File: src/rtl/eeprom_pkg.sv
package eeprom_pkg;
  localparam logic [7:0] OP_WEL_SET  = 8'h06;
  localparam logic [7:0] OP_WEL_CLR  = 8'h04;
  localparam logic [7:0] OP_STAT_RD  = 8'h05;
  localparam logic [7:0] OP_STAT_WR  = 8'h01;
  localparam logic [7:0] OP_DATA_RD  = 8'h03;
  localparam logic [7:0] OP_DATA_WR  = 8'h02;

  typedef enum logic [2:0] {
    PH_OPC,
    PH_ADDR,
    PH_RD,
    PH_WR,
    PH_SRD,
    PH_SWR,
    PH_SKIP
  } phase_t;
endpackage

File: src/rtl/spi_pin_sync.sv
module spi_pin_sync (
  input  logic clk,
  input  logic rst_n,
  input  logic sck_i,
  input  logic cs_n_i,
  input  logic mosi_i,
  output logic sck_rise,
  output logic sck_fall,
  output logic sel,
  output logic sel_start,
  output logic sel_end,
  output logic mosi_s
);
  localparam int NPIN = 3;
  localparam logic [NPIN-1:0] RST_VAL = 3'b010;

  logic [NPIN-1:0] pin_in;
  logic [NPIN-1:0] st1_q, st2_q;
  logic [1:0]      prev_q;

  assign pin_in = {mosi_i, cs_n_i, sck_i};

  for (genvar g = 0; g < NPIN; g++) begin : g_sync
    always_ff @(posedge clk or negedge rst_n) begin
      if (!rst_n) begin
        st1_q[g] <= RST_VAL[g];
        st2_q[g] <= RST_VAL[g];
      end else begin
        st1_q[g] <= pin_in[g];
        st2_q[g] <= st1_q[g];
      end
    end
  end

  always_ff @(posedge clk or negedge rst_n) begin
    if (!rst_n) prev_q <= RST_VAL[1:0];
    else        prev_q <= st2_q[1:0];
  end

  assign sel       = ~st2_q[1];
  assign sel_start = ~st2_q[1] &  prev_q[1];
  assign sel_end   =  st2_q[1] & ~prev_q[1];
  assign sck_rise  = sel &  st2_q[0] & ~prev_q[0];
  assign sck_fall  = sel & ~st2_q[0] &  prev_q[0];
  assign mosi_s    = st2_q[2];
endmodule

File: src/rtl/spi_byte_engine.sv
module spi_byte_engine (
  input  logic       clk,
  input  logic       rst_n,
  input  logic       sck_rise,
  input  logic       sck_fall,
  input  logic       sel_start,
  input  logic       mosi_s,
  input  logic [7:0] tx_byte,
  output logic       rx_valid,
  output logic [7:0] rx_byte,
  output logic       miso
);
  logic [2:0] bit_q, bit_d;
  logic [6:0] rx_q, rx_d;
  logic [7:0] tx_q, tx_d;
  logic       miso_q, miso_d;
  logic       vld_q, vld_d;
  logic [7:0] byte_q, byte_d;

  always_comb begin
    bit_d  = bit_q;
    rx_d   = rx_q;
    tx_d   = tx_q;
    miso_d = miso_q;
    vld_d  = 1'b0;
    byte_d = byte_q;
    if (sel_start) begin
      bit_d  = '0;
      tx_d   = '0;
      miso_d = 1'b0;
    end else begin
      if (sck_rise) begin
        rx_d  = {rx_q[5:0], mosi_s};
        bit_d = bit_q + 3'd1;
        if (bit_q == 3'd7) begin
          vld_d  = 1'b1;
          byte_d = {rx_q, mosi_s};
        end
      end
      if (sck_fall) begin
        if (bit_q == 3'd0) begin
          miso_d = tx_byte[7];
          tx_d   = {tx_byte[6:0], 1'b0};
        end else begin
          miso_d = tx_q[7];
          tx_d   = {tx_q[6:0], 1'b0};
        end
      end
    end
  end

  always_ff @(posedge clk or negedge rst_n) begin
    if (!rst_n) begin
      bit_q  <= '0;
      rx_q   <= '0;
      tx_q   <= '0;
      miso_q <= 1'b0;
      vld_q  <= 1'b0;
      byte_q <= '0;
    end else begin
      bit_q  <= bit_d;
      rx_q   <= rx_d;
      tx_q   <= tx_d;
      miso_q <= miso_d;
      vld_q  <= vld_d;
      byte_q <= byte_d;
    end
  end

  assign rx_valid = vld_q;
  assign rx_byte  = byte_q;
  assign miso     = miso_q;
endmodule

File: src/rtl/ee_page_array.sv
module ee_page_array #(
  parameter int MEM_BYTES  = 512,
  parameter int PAGE_BYTES = 16,
  localparam int AW = $clog2(MEM_BYTES),
  localparam int PW = $clog2(PAGE_BYTES)
) (
  input  logic             clk,
  input  logic             rst_n,
  input  logic [AW-1:0]    rd_addr,
  output logic [7:0]       rd_data,
  input  logic             buf_we,
  input  logic [PW-1:0]    buf_idx,
  input  logic [7:0]       buf_din,
  input  logic             buf_clr,
  input  logic             commit_go,
  input  logic [AW-PW-1:0] page_base,
  output logic             commit_busy
);
  localparam logic [PW-1:0] LAST_IDX = PW'(PAGE_BYTES - 1);

  logic [7:0]            mem_q  [MEM_BYTES];
  logic [7:0]            pbuf_q [PAGE_BYTES];
  logic [PAGE_BYTES-1:0] pval_q, pval_d;
  logic                  cm_act_q, cm_act_d;
  logic [PW-1:0]         cm_idx_q, cm_idx_d;
  logic [AW-PW-1:0]      cm_page_q, cm_page_d;
  logic                  mem_we;

  assign mem_we = cm_act_q & pval_q[cm_idx_q];

  always_comb begin
    pval_d    = pval_q;
    cm_act_d  = cm_act_q;
    cm_idx_d  = cm_idx_q;
    cm_page_d = cm_page_q;
    if (buf_clr) pval_d = '0;
    if (buf_we)  pval_d[buf_idx] = 1'b1;
    if (commit_go) begin
      cm_act_d  = 1'b1;
      cm_idx_d  = '0;
      cm_page_d = page_base;
    end else if (cm_act_q) begin
      pval_d[cm_idx_q] = 1'b0;
      cm_idx_d = cm_idx_q + 1'b1;
      if (cm_idx_q == LAST_IDX) cm_act_d = 1'b0;
    end
  end

  always_ff @(posedge clk or negedge rst_n) begin
    if (!rst_n) begin
      pval_q    <= '0;
      cm_act_q  <= 1'b0;
      cm_idx_q  <= '0;
      cm_page_q <= '0;
    end else begin
      pval_q    <= pval_d;
      cm_act_q  <= cm_act_d;
      cm_idx_q  <= cm_idx_d;
      cm_page_q <= cm_page_d;
    end
  end

  always_ff @(posedge clk) begin
    if (buf_we) pbuf_q[buf_idx] <= buf_din;
  end

  always_ff @(posedge clk) begin
    if (mem_we) mem_q[{cm_page_q, cm_idx_q}] <= pbuf_q[cm_idx_q];
  end

  assign rd_data     = mem_q[rd_addr];
  assign commit_busy = cm_act_q;
endmodule

File: src/rtl/ee_cmd_ctrl.sv
module ee_cmd_ctrl import eeprom_pkg::*; #(
  parameter int ADDR_BYTES  = 1,
  parameter int MEM_BYTES   = 512,
  parameter int PAGE_BYTES  = 16,
  parameter int BUSY_CYCLES = 200,
  localparam int AW = $clog2(MEM_BYTES),
  localparam int PW = $clog2(PAGE_BYTES)
) (
  input  logic             clk,
  input  logic             rst_n,
  input  logic             sel_start,
  input  logic             sel_end,
  input  logic             rx_valid,
  input  logic [7:0]       rx_byte,
  input  logic [7:0]       rd_data,
  output logic [7:0]       tx_byte,
  output logic [AW-1:0]    rd_addr,
  output logic             buf_we,
  output logic [PW-1:0]    buf_idx,
  output logic [7:0]       buf_din,
  output logic             buf_clr,
  output logic             commit_go,
  output logic [AW-PW-1:0] page_base,
  output logic             busy,
  output logic             wel
);
  localparam int         ADDR_W  = 8 * ADDR_BYTES;
  localparam int         BCW     = $clog2(BUSY_CYCLES + 1);
  localparam bit         XBIT_EN = (ADDR_BYTES == 1);
  localparam logic [7:0] OP_MASK = XBIT_EN ? 8'hF7 : 8'hFF;
  localparam logic [1:0] ALAST   = 2'(ADDR_BYTES - 1);
  localparam logic [BCW-1:0] BLOAD = BCW'(BUSY_CYCLES);

  phase_t         ph_q, ph_d;
  logic           ohi_q, ohi_d;
  logic [1:0]     ab_q, ab_d;
  logic           isrd_q, isrd_d;
  logic [AW-1:0]  ptr_q, ptr_d;
  logic           gotd_q, gotd_d;
  logic           gots_q, gots_d;
  logic           nwp_q, nwp_d;
  logic [1:0]     nbp_q, nbp_d;
  logic [1:0]     bp_q, bp_d;
  logic           wpen_q, wpen_d;
  logic           wel_q, wel_d;
  logic [BCW-1:0] bc_q, bc_d;

  logic [ADDR_W-1:0] anext;
  logic [7:0]        opm;
  logic [7:0]        status;
  logic [1:0]        top2;
  logic              prot;

  if (XBIT_EN) begin : g_addr1
    assign anext = rx_byte;
  end else begin : g_addrn
    logic [ADDR_W-9:0] hold_q;
    assign anext = {hold_q, rx_byte};
    always_ff @(posedge clk or negedge rst_n) begin
      if (!rst_n) hold_q <= '0;
      else if (rx_valid && ph_q == PH_ADDR) hold_q <= anext[ADDR_W-9:0];
    end
  end

  assign busy   = (bc_q != '0);
  assign status = {wpen_q, 3'b000, bp_q, wel_q, busy};
  assign opm    = rx_byte & OP_MASK;
  assign top2   = ptr_q[AW-1 -: 2];
  assign prot   = (bp_q == 2'b11) || (bp_q == 2'b10 && top2[1]) ||
                  (bp_q == 2'b01 && top2 == 2'b11);

  always_comb begin
    ph_d = ph_q;  ohi_d = ohi_q;  ab_d = ab_q;  isrd_d = isrd_q;
    ptr_d = ptr_q;  gotd_d = gotd_q;  gots_d = gots_q;
    nwp_d = nwp_q;  nbp_d = nbp_q;  bp_d = bp_q;  wpen_d = wpen_q;
    wel_d = wel_q;  bc_d = bc_q;
    buf_we = 1'b0;  buf_clr = 1'b0;  commit_go = 1'b0;
    buf_idx = ptr_q[PW-1:0];
    buf_din = rx_byte;

    if (busy) begin
      bc_d = bc_q - 1'b1;
      if (bc_q == BCW'(1)) wel_d = 1'b0;
    end

    if (sel_start) begin
      ph_d = PH_OPC;  ab_d = '0;  gotd_d = 1'b0;  gots_d = 1'b0;
    end else if (rx_valid) begin
      case (ph_q)
        PH_OPC: begin
          ohi_d = rx_byte[3];
          ph_d  = PH_SKIP;
          if (busy) begin
            if (rx_byte == OP_STAT_RD) ph_d = PH_SRD;
          end else if (rx_byte == OP_WEL_SET) begin
            wel_d = 1'b1;
          end else if (rx_byte == OP_WEL_CLR) begin
            wel_d = 1'b0;
          end else if (rx_byte == OP_STAT_RD) begin
            ph_d = PH_SRD;
          end else if (rx_byte == OP_STAT_WR) begin
            if (wel_q) ph_d = PH_SWR;
          end else if (opm == OP_DATA_RD) begin
            ph_d = PH_ADDR;  isrd_d = 1'b1;
          end else if (opm == OP_DATA_WR) begin
            if (wel_q) begin
              ph_d = PH_ADDR;  isrd_d = 1'b0;  buf_clr = 1'b1;
            end
          end
        end
        PH_ADDR: begin
          ab_d = ab_q + 2'd1;
          if (ab_q == ALAST) begin
            ptr_d = AW'({(XBIT_EN & ohi_q), anext});
            ph_d  = isrd_q ? PH_RD : PH_WR;
          end
        end
        PH_RD: ptr_d = ptr_q + 1'b1;
        PH_WR: begin
          buf_we = 1'b1;
          gotd_d = 1'b1;
          ptr_d  = {ptr_q[AW-1:PW], ptr_q[PW-1:0] + 1'b1};
        end
        PH_SWR: begin
          if (!gots_q) begin
            gots_d = 1'b1;
            nwp_d  = rx_byte[7];
            nbp_d  = rx_byte[3:2];
          end
        end
        default: ;
      endcase
    end else if (sel_end) begin
      ph_d = PH_SKIP;
      if (ph_q == PH_WR && gotd_q) begin
        if (prot) begin
          wel_d = 1'b0;
        end else begin
          commit_go = 1'b1;
          bc_d = BLOAD;
        end
      end else if (ph_q == PH_SWR && gots_q) begin
        wpen_d = nwp_q;
        if (!wpen_q) bp_d = nbp_q;
        bc_d = BLOAD;
      end
    end
  end

  always_ff @(posedge clk or negedge rst_n) begin
    if (!rst_n) begin
      ph_q <= PH_SKIP;  ohi_q <= 1'b0;  ab_q <= '0;  isrd_q <= 1'b0;
      ptr_q <= '0;  gotd_q <= 1'b0;  gots_q <= 1'b0;
      nwp_q <= 1'b0;  nbp_q <= '0;  bp_q <= '0;  wpen_q <= 1'b0;
      wel_q <= 1'b0;  bc_q <= '0;
    end else begin
      ph_q <= ph_d;  ohi_q <= ohi_d;  ab_q <= ab_d;  isrd_q <= isrd_d;
      ptr_q <= ptr_d;  gotd_q <= gotd_d;  gots_q <= gots_d;
      nwp_q <= nwp_d;  nbp_q <= nbp_d;  bp_q <= bp_d;  wpen_q <= wpen_d;
      wel_q <= wel_d;  bc_q <= bc_d;
    end
  end

  always_comb begin
    case (ph_q)
      PH_SRD:  tx_byte = status;
      PH_RD:   tx_byte = rd_data;
      default: tx_byte = 8'h00;
    endcase
  end

  assign rd_addr   = ptr_q;
  assign page_base = ptr_q[AW-1:PW];
  assign wel       = wel_q;
endmodule

File: src/rtl/eeprom_spi_target.sv
module eeprom_spi_target #(
  parameter int ADDR_BYTES  = 1,
  parameter int MEM_BYTES   = 512,
  parameter int PAGE_BYTES  = 16,
  parameter int BUSY_CYCLES = 200
) (
  input  logic clk,
  input  logic rst_n,
  input  logic spi_sck,
  input  logic spi_cs_n,
  input  logic spi_mosi,
  output logic spi_miso,
  output logic spi_miso_oe
);
  localparam int AW = $clog2(MEM_BYTES);
  localparam int PW = $clog2(PAGE_BYTES);

  logic rst_meta_q, rst_n_i;
  logic sck_rise, sck_fall, sel, sel_start, sel_end, mosi_s;
  logic rx_valid;
  logic [7:0] rx_byte, tx_byte, rd_data, buf_din;
  logic [AW-1:0] rd_addr;
  logic [PW-1:0] buf_idx;
  logic [AW-PW-1:0] page_base;
  logic buf_we, buf_clr, commit_go;
  logic busy_w, wel_w, commit_w;

  always_ff @(posedge clk or negedge rst_n) begin
    if (!rst_n) begin
      rst_meta_q <= 1'b0;
      rst_n_i    <= 1'b0;
    end else begin
      rst_meta_q <= 1'b1;
      rst_n_i    <= rst_meta_q;
    end
  end

  spi_pin_sync u_sync (
    .clk(clk), .rst_n(rst_n_i), .sck_i(spi_sck), .cs_n_i(spi_cs_n),
    .mosi_i(spi_mosi), .sck_rise(sck_rise), .sck_fall(sck_fall),
    .sel(sel), .sel_start(sel_start), .sel_end(sel_end), .mosi_s(mosi_s)
  );

  spi_byte_engine u_eng (
    .clk(clk), .rst_n(rst_n_i), .sck_rise(sck_rise), .sck_fall(sck_fall),
    .sel_start(sel_start), .mosi_s(mosi_s), .tx_byte(tx_byte),
    .rx_valid(rx_valid), .rx_byte(rx_byte), .miso(spi_miso)
  );

  ee_cmd_ctrl #(
    .ADDR_BYTES(ADDR_BYTES), .MEM_BYTES(MEM_BYTES),
    .PAGE_BYTES(PAGE_BYTES), .BUSY_CYCLES(BUSY_CYCLES)
  ) u_ctrl (
    .clk(clk), .rst_n(rst_n_i), .sel_start(sel_start), .sel_end(sel_end),
    .rx_valid(rx_valid), .rx_byte(rx_byte), .rd_data(rd_data),
    .tx_byte(tx_byte), .rd_addr(rd_addr), .buf_we(buf_we),
    .buf_idx(buf_idx), .buf_din(buf_din), .buf_clr(buf_clr),
    .commit_go(commit_go), .page_base(page_base),
    .busy(busy_w), .wel(wel_w)
  );

  ee_page_array #(.MEM_BYTES(MEM_BYTES), .PAGE_BYTES(PAGE_BYTES)) u_arr (
    .clk(clk), .rst_n(rst_n_i), .rd_addr(rd_addr), .rd_data(rd_data),
    .buf_we(buf_we), .buf_idx(buf_idx), .buf_din(buf_din),
    .buf_clr(buf_clr), .commit_go(commit_go), .page_base(page_base),
    .commit_busy(commit_w)
  );

  assign spi_miso_oe = sel;
endmodule

File: config.mk
export PLATFORM = sky130hd
export DESIGN_NAME = eeprom_spi_target
export DESIGN_NICKNAME = d
export VERILOG_FILES = /design/src/rtl/eeprom_pkg.sv /design/src/rtl/spi_pin_sync.sv /design/src/rtl/spi_byte_engine.sv /design/src/rtl/ee_page_array.sv /design/src/rtl/ee_cmd_ctrl.sv /design/src/rtl/eeprom_spi_target.sv
export SDC_FILE = /design/constraint.sdc
export NUM_CORES = 2
export LEC_CHECK = 0
export BUFFER_PORTS_ARGS = -buffer_cell sky130_fd_sc_hd__clkbuf_2
export CORE_ASPECT_RATIO = 0.9
export CORE_MARGIN = 4
export CORE_UTILIZATION = 30
export DETAILED_ROUTE_END_ITERATION = 10
export PLACE_DENSITY_LB_ADDON = 0.25
export SYNTH_ARGS = -nofsm -noshare
export SYNTH_HDL_FRONTEND = slang
export SYNTH_HIERARCHICAL = 1
export SYNTH_MEMORY_MAX_BITS = 65536
export SYNTH_SLANG_ARGS = --single-unit
export TNS_END_PERCENT = 100
File: constraint.sdc
create_clock -name clk -period 6.2 [get_ports clk]
set_input_delay 0.31 -clock clk [delete_from_list [all_inputs] [get_ports clk]]
set_output_delay 0.31 -clock clk [all_outputs]
set_load 0.005 [all_outputs]
=== Yosys cells after proc, flatten, opt, wreduce, memory -nomap -nowiden ===
Memories as Yosys holds them, arrays and structs flattened.
Cells that the tools add are included.

* Bits in registers: 97
* Memory bits (writable): 4224
* Bits of input ports: 5
* Output and inout bits: 2
* Logic and storage cells: 226
* Memories: 2

* Add/subtract/negate cells: 6
* Magnitude comparators: 4
* Equality and inequality tests: 21
* Multiplexer cells: 98
* Bitwise gates (word level): 25
* Reduce and logical (&&, ||, !) cells: 37

{| class="wikitable"
|+ Memories
! name !! words !! bits a word !! rd ports !! clocked after Yosys merged registers in !! wr ports !! RTL line !! RTL
|-
| u_arr.mem_q || 512 || 8 || 1 || 0 || 1 || ee_page_array.sv:21 || <nowiki>logic [7:0] mem_q [MEM_BYTES];</nowiki>
|-
| u_arr.pbuf_q || 16 || 8 || 1 || 0 || 1 || ee_page_array.sv:22 || <nowiki>logic [7:0] pbuf_q [PAGE_BYTES];</nowiki>
|}

{| class="wikitable"
|+ Operators with widths
! kind !! count
|-
| 8-bit two-way mux || 10
|-
| 16-bit two-way mux || 4
|-
| 1-bit two-way mux || 56
|-
| 3-bit two-way mux || 14
|-
| 9-bit one-hot mux with 3 select lines || 1
|-
| 8-bit by 3-bit == test with 1-bit output, second input constant || 3
|-
| 2-bit nonzero test || 10
|-
| 16-bit bitwise AND || 1
|-
| 8-bit by 1-bit == test with 1-bit output, second input constant || 2
|-
| 16-bit NOT || 1
|-
| 16-bit OR || 1
|-
| 8-bit one-hot mux with 2 select lines || 1
|-
| 1-bit NOT || 15
|-
| 7-bit by 2-bit == test with 1-bit output, second input constant || 2
|-
| 4-bit by 5-bit < comparator with 1-bit output, second input constant || 2
|-
| 2-bit two-way mux || 5
|-
| 10-bit AND reduction || 1
|-
| 5-bit AND reduction || 2
|-
| 9-bit by 1-bit adder with 9-bit output, second input constant || 1
|-
| 3-bit == test, second input constant || 3
|-
| 9-bit two-way mux || 1
|-
| 3-bit AND reduction || 3
|-
| 4-bit by 1-bit adder with 4-bit output, second input constant || 2
|-
| 1-bit demux with 4-bit select || 2
|-
| other kinds (25) || 48
|}

=== Longest topological paths before layout ===
* Depth in word-level cells: 17
* Depth in mapped cells: 19
* Depth with buffers taken out: 11

=== By module ===
Netlist, hierarchy kept.

{| class="wikitable"
|+ Modules (own cells, without submodules)
! module !! instances !! cells each !! area an instance (um2) !! seq. area each (um2)
|-
| ee_page_array || 1 || 8354 || 166947.6 || 127492.3
|-
| ee_cmd_ctrl || 1 || 243 || 2223.4 || 828.3
|-
| spi_byte_engine || 1 || 93 || 1287.5 || 675.6
|-
| spi_pin_sync || 1 || 13 || 235.2 || 203.9
|-
| eeprom_spi_target || 1 || 3 || 53.8 || 50.0
|}

=== Worst setup path before layout ===
OpenSTA, ideal clock, no wires.

* Path kind: register to register
* Start: reg u_arr.cm_idx_q[0]
* End: mem u_arr.mem_q[0][0] (data pin)
* Library setup time: 903 ps
* Arrival: 5132 ps
* Data required time: 5297 ps
* Path slack: 164 ps
* Cell stages (with the launch flop): 5
* Period minus slack after synthesis: 6036 ps
* Path through: dfrtp_1 > buf_2 > buf_1 > mux4_2 > mux4_2

* Word-level cells in the longest chain between the ends: 1

{| class="wikitable"
|+ RTL lines
! item !! RTL line !! RTL
|-
| start: declaration || ee_page_array.sv:25 || <nowiki>logic [PW-1:0] cm_idx_q, cm_idx_d;</nowiki>
|-
| start signal: assignment || ee_page_array.sv:58 || <nowiki>cm_idx_q <= cm_idx_d;</nowiki>
|-
| memory 16 x 8 bit || -- ||
|-
| end: declaration || ee_page_array.sv:21 ||
|}

Every way passes these cells.

=== Worst setup path after layout ===
* Start: reg u_ctrl.ptr_q[0], in the netlist u_ctrl/rd_addr[0]
* End: reg u_eng.tx_q[3]

* Word-level cells in the longest chain between the ends: 5

{| class="wikitable"
|+ RTL lines
! item !! RTL line !! RTL
|-
| start: declaration || ee_cmd_ctrl.sv:38 || <nowiki>logic [AW-1:0] ptr_q, ptr_d;</nowiki>
|-
| start signal: assignment || ee_cmd_ctrl.sv:158 || <nowiki>ptr_q <= ptr_d; gotd_q <= gotd_d; gots_q <= gots_d;</nowiki>
|-
| memory 512 x 8 bit || -- ||
|-
| named net rd_data[2] || eeprom_spi_target.sv:21 || <nowiki>logic [7:0] rx_byte, tx_byte, rd_data, buf_din;</nowiki>
|-
| 8-bit one-hot mux with 2 select lines || ee_cmd_ctrl.sv:165 || <nowiki>case (ph_q)</nowiki>
|-
| named net tx_byte[2] || eeprom_spi_target.sv:21 ||
|-
| 8-bit two-way mux || spi_byte_engine.sv:41 || <nowiki>if (bit_q == 3'd0) begin</nowiki>
|-
| 8-bit two-way mux || spi_byte_engine.sv:40 || <nowiki>if (sck_fall) begin</nowiki>
|-
| 8-bit two-way mux || spi_byte_engine.sv:27 || <nowiki>if (sel_start) begin</nowiki>
|-
| end signal: assignment || spi_byte_engine.sv:63 || <nowiki>tx_q <= tx_d;</nowiki>
|-
| end: declaration || spi_byte_engine.sv:15 || <nowiki>logic [7:0] tx_q, tx_d;</nowiki>
|}

The timed path passes the listed nets, and every way through them passes these cells. The select of a mux whose other input is x is not followed.
A chain may end at the register's enable or synchronous reset.

==> impl_results.md <==
- Antenna violations before repair: 31
- Critical path type: reg2reg
- DP Worst Slack: 0.774 ns
- Clock latency on the worst-skew pair: 1.01 ns
- Final WL: between 400 and 500 mm
- Final Max Tran Viols: 0
- YS warnings: 6
- Static leakage: 48.6 nW
- Slowest-stage cell, CP: dfrtp_4
- DIE AREA: 581000 µm²
- DR vias/cell: 5.26
- Clk slew on worst S/H paths: 0.07 ns
- Total Routing Usage GR: 0.164
- CP Cell Sequence: buf_12 > buf_12 > mux4_2 > and2_1 > a211oi_1 > nor3_1 > nor2_1 > a2111oi_1 > and3_1 > a22oi_1 > nor2_1 > and4bb_2 > a311oi_1
- Post-synth EDFFs: 4224
- Drt drc: 0
- Routed WL per cell: 29.4 µm
- Fin Setup TNS: 0 ns
- Number of global-route vias before repair: 87945
- Post-synthesis cell area: 171000 µm²
- Drt first pass iters: 6
- Async set or reset register ratio after synthesis: 0.0222
- Worst min-delay path class: in2async
- Top Ports: 7
- Worst IR drop on VDD: 0.235 mV
- Commonest register cell after synthesis: edfxtp_1
- Port Buffer Count: 6
- Ratio of cells with drive above 1 in the final layout: 0.189
- Final WS setup: 0.571 ns
- Final hold violations: 0
- H-tree levels: 5
- CTS tree: yes
- Root Buffer: clkbuf_16
- Number of register bits inferred by synthesis: between 4000 and 5000
- Syn avg cell area: 19.6 µm²
- DP HPWL: 308 mm
- Met3 GRT Util: 0.0275
- CP Launch Point: u_ctrl/rd_addr[0]
- Max-Cap Viols: 0
- Busiest grt layer: met2
- Via count: 88297
- Final net count: 8918
- Critical Path AT: 6.49 ns
- PwrDens: 296 nW/µm²
- Die height: 724 µm
- # resized after CTS: 0
- First-pass GRT wire length: a little under 700 mm
- Final Setup Violations: 0
- FP Rows: 262
- Total global routing overflow: 0
- GR Util met2: 0.259
- Slew at the pin with the worst max-slew slack: 1.41 ns
- Buf+Inv Stages, Crit Path: 2
- Status: complete, no violations
- Critical path depth: 13
- CP delay by family, top: simple AND/OR/NAND/NOR gates
- Relative slew slack: 0.0523
- Fmax: 0.178 GHz
- Worst-path maximum fanout: 38
- Worst Skew: 0.0883 ns
- Initial core utilization: 0.301
- Seq/Total Area, Yosys: 0.757
- DIE WIDTH: 803 µm
- Pwr Total: 57.3 mW
- Worst Path Required: 7.06 ns
- Crit path to: u_eng/tx_q[3]
- Worst R2R Start: u_ctrl/rd_addr[0]
- Fin crit period: about 5.6 ns
- Antenna-violating nets left: 0
- DR iter-0 viols: ~9900
- Count of different cell masters after synthesis: between 90 and 100
- Sinks on Clock Net: 4320
- Largest net degree at the start of global routing: 185
- Startpoint types: flip-flop
- Syn Nets: 8722
- Post-Synthesis Cells: 8706
- FILL cells: 53012
- Final GP Congestion: approximately 0.86
- Crit-path max cell delay: 1.00 ns
- Worst Reg-to-Reg Cells: 13
- RSZ-0062 raised after global routing: no
- Critical path endpoint category: flip-flop
- R2r setup slk: 0.57 ns
- Reg-to-Reg End: u_eng/tx_q[3]
- Grt met1 use: 0.237
- Maximum clock path buffer count: 4
- Core area: 566000 µm²
- Period utilization: 0.908
- TritonCTS Buffers: 433
- P&R area growth vs syn: 13.5%
registers in the layout, summed over array words and instances (netlist names), 2 cells and up:
register,flops
u_arr/mem_q,4096
u_arr/pbuf_q,128
u_arr/pval_q,16
u_ctrl/rd_addr,9
u_ctrl/bc_q,8
u_eng/rx_byte,8
u_eng/rx_q,7
u_eng/tx_q,7
u_arr/cm_page_q,5
u_arr/cm_idx_q,4
u_ctrl/ph_q,3
u_eng/bit_q,3
u_sync/st1_q,3
u_ctrl/ab_q,2
u_ctrl/bp_q,2
u_ctrl/nbp_q,2
u_sync/prev_q,2
u_sync/st2_q,2
cells in the mapped netlist (8+ instances only):
cell | number | area share
buf_6 | 57 | 0.0038
a21o_1 | 8 | 0.00035
and2_1 | 30 | 0.0011
o22ai_1 | 229 | 0.0084
a31oi_1 | 20 | 0.00073
buf_2 | 128 | 0.0038
a211oi_1 | 38 | 0.0017
mux4_1 | 26 | 0.0040
dfrtp_1 | 91 | 0.013
ha_1 | 11 | 0.00081
nor4_1 | 36 | 0.0013
mux4_2 | 705 | 0.093
buf_8 | 11 | 0.00097
and3_1 | 14 | 0.00051
nor2b_1 | 13 | 0.00048
o221ai_1 | 255 | 0.013
o21a_1 | 22 | 0.00097
nand4_1 | 31 | 0.0011
a22oi_1 | 16 | 0.00070
buf_12 | 40 | 0.0047
edfxtp_1 | 4224 | 0.74
o221ai_2 | 14 | 0.0012
mux2_2 | 24 | 0.0016
a22o_1 | 8 | 0.00041
or2_2 | 18 | 0.00066
o31ai_1 | 11 | 0.00048
nand2b_1 | 28 | 0.0010
nor2_1 | 600 | 0.013
buf_4 | 66 | 0.0029
a2111oi_0 | 39 | 0.0020
a211o_1 | 9 | 0.00046
a21oi_1 | 169 | 0.0050
o21ai_0 | 82 | 0.0024
nand2_1 | 214 | 0.0047
nand3_1 | 45 | 0.0013
inv_1 | 23 | 0.00051
clkbuf_1 | 211 | 0.0046
nor3_1 | 188 | 0.0055
mux2i_1 | 743 | 0.044
buf_1 | 47 | 0.0010
how the worst min path moves through the flow:
stage | slack [ns] | startpoint | cells after the start | endpoint
final | 0.20 | rst_n | 3 | rst_meta_q
after global placement | 0.10 | rst_n | 1 | rst_meta_q
after detailed placement | 0.10 | rst_n | 1 | rst_n_i
after CTS | 0.09 | rst_n | 3 | rst_n_i
after global routing | 0.15 | rst_n | 3 | rst_n_i
after floorplan | 0.01 | rst_n | 0 | rst_meta_q
cell families after synthesis:
family	count (synthesis)	share of synthesized area
other	1	0.0000220
adders and majority gates	11	0.000806
DFF	4320	0.757
xor gates and xnor gates	9	0.000462
AOI/OAI and AO/OA	981	0.0411
and+or+nand+nor	1295	0.0356
buffers and inverters	584	0.0223
muxes	1505	0.143
final cells by class:
type,count,area [µm²],share of cell area
Sequential cell,4320,129000,0.667
Multi-Input combinational cell,3802,37900,0.196
Clock buffer,533,11400,0.0586
Tap cell,7524,9410,0.0486
Timing Repair Buffer,322,3250,0.0168
Clock inverter,256,2460,0.0127
Inverter,23,98.8,0.000510
Antenna cell,8,20.0,0.000103
placed cells by master, fill, tap and decap left out, types with 22 or more instances in the layout:
cell type	instances
edfxtp_1	4224
mux2i_1	743
mux4_2	697
nor2_1	598
clkbuf_16	437
o221ai_1	255
buf_4	242
o22ai_1	229
nand2_1	199
nor3_1	185
a21oi_1	169
clkinv_1	111
clkbuf_1	90
dfrtp_1	84
o21ai_0	82
clkinv_2	75
buf_12	66
nand3_1	45
a211oi_1	38
nor4_1	35
bufinv_16	33
a2111oi_0	32
nand4_1	31
and2_1	30
nand2b_1	27
mux4_1	26
mux2_2	24
o21a_1	22
metal layers:
| metal | up-vias | part of all wire |
|---|---|---|
| li1 | 36432 | - |
| met1 | 47687 | 0.44 |
| met2 | 3495 | 0.46 |
| met3 | 679 | 0.072 |
| met4 | 4 | 0.027 |
| met5 | - | 0.000043 |
timing repair:
action	4_1_cts	5_1_grt
setup endpoints to repair	0	0
endpoints found under the hold margin	5	0
hold buffers	8	0
setup buffers	0	0
worst register-to-register path: stages (launching register included):
cell	delay, ns
dfrtp_4	1.00
buf_12	0.45
buf_12	0.41
mux4_2	0.32
and2_1	0.16
a211oi_1	0.08
nor3_1	0.98
nor2_1	0.46
a2111oi_1	0.63
and3_1	0.25
a22oi_1	0.08
nor2_1	0.14
and4bb_2	0.25
a311oi_1	0.28
where the power goes:
group / switching, mW / internal, mW
combinational: 0.0727 / 0.0581
sequential: 0.0339 / 31.6
clock: 11.2 / 14.4
total: 11.3 / 46.0
per-stage QoR:
stage	hold slack, ns	util	instance area [µm²]	cells
after detailed placement	0.101	0.318	180000	15983
after global placement	0.103	0.318	180000	15983
after floorplan	0.0144	-	171000	8706
after global routing	0.154	0.342	194000	16781
after CTS	0.0904	0.342	194000	16780
final	0.198	0.342	194000	16788
Power figures use the tool's default switching activity.
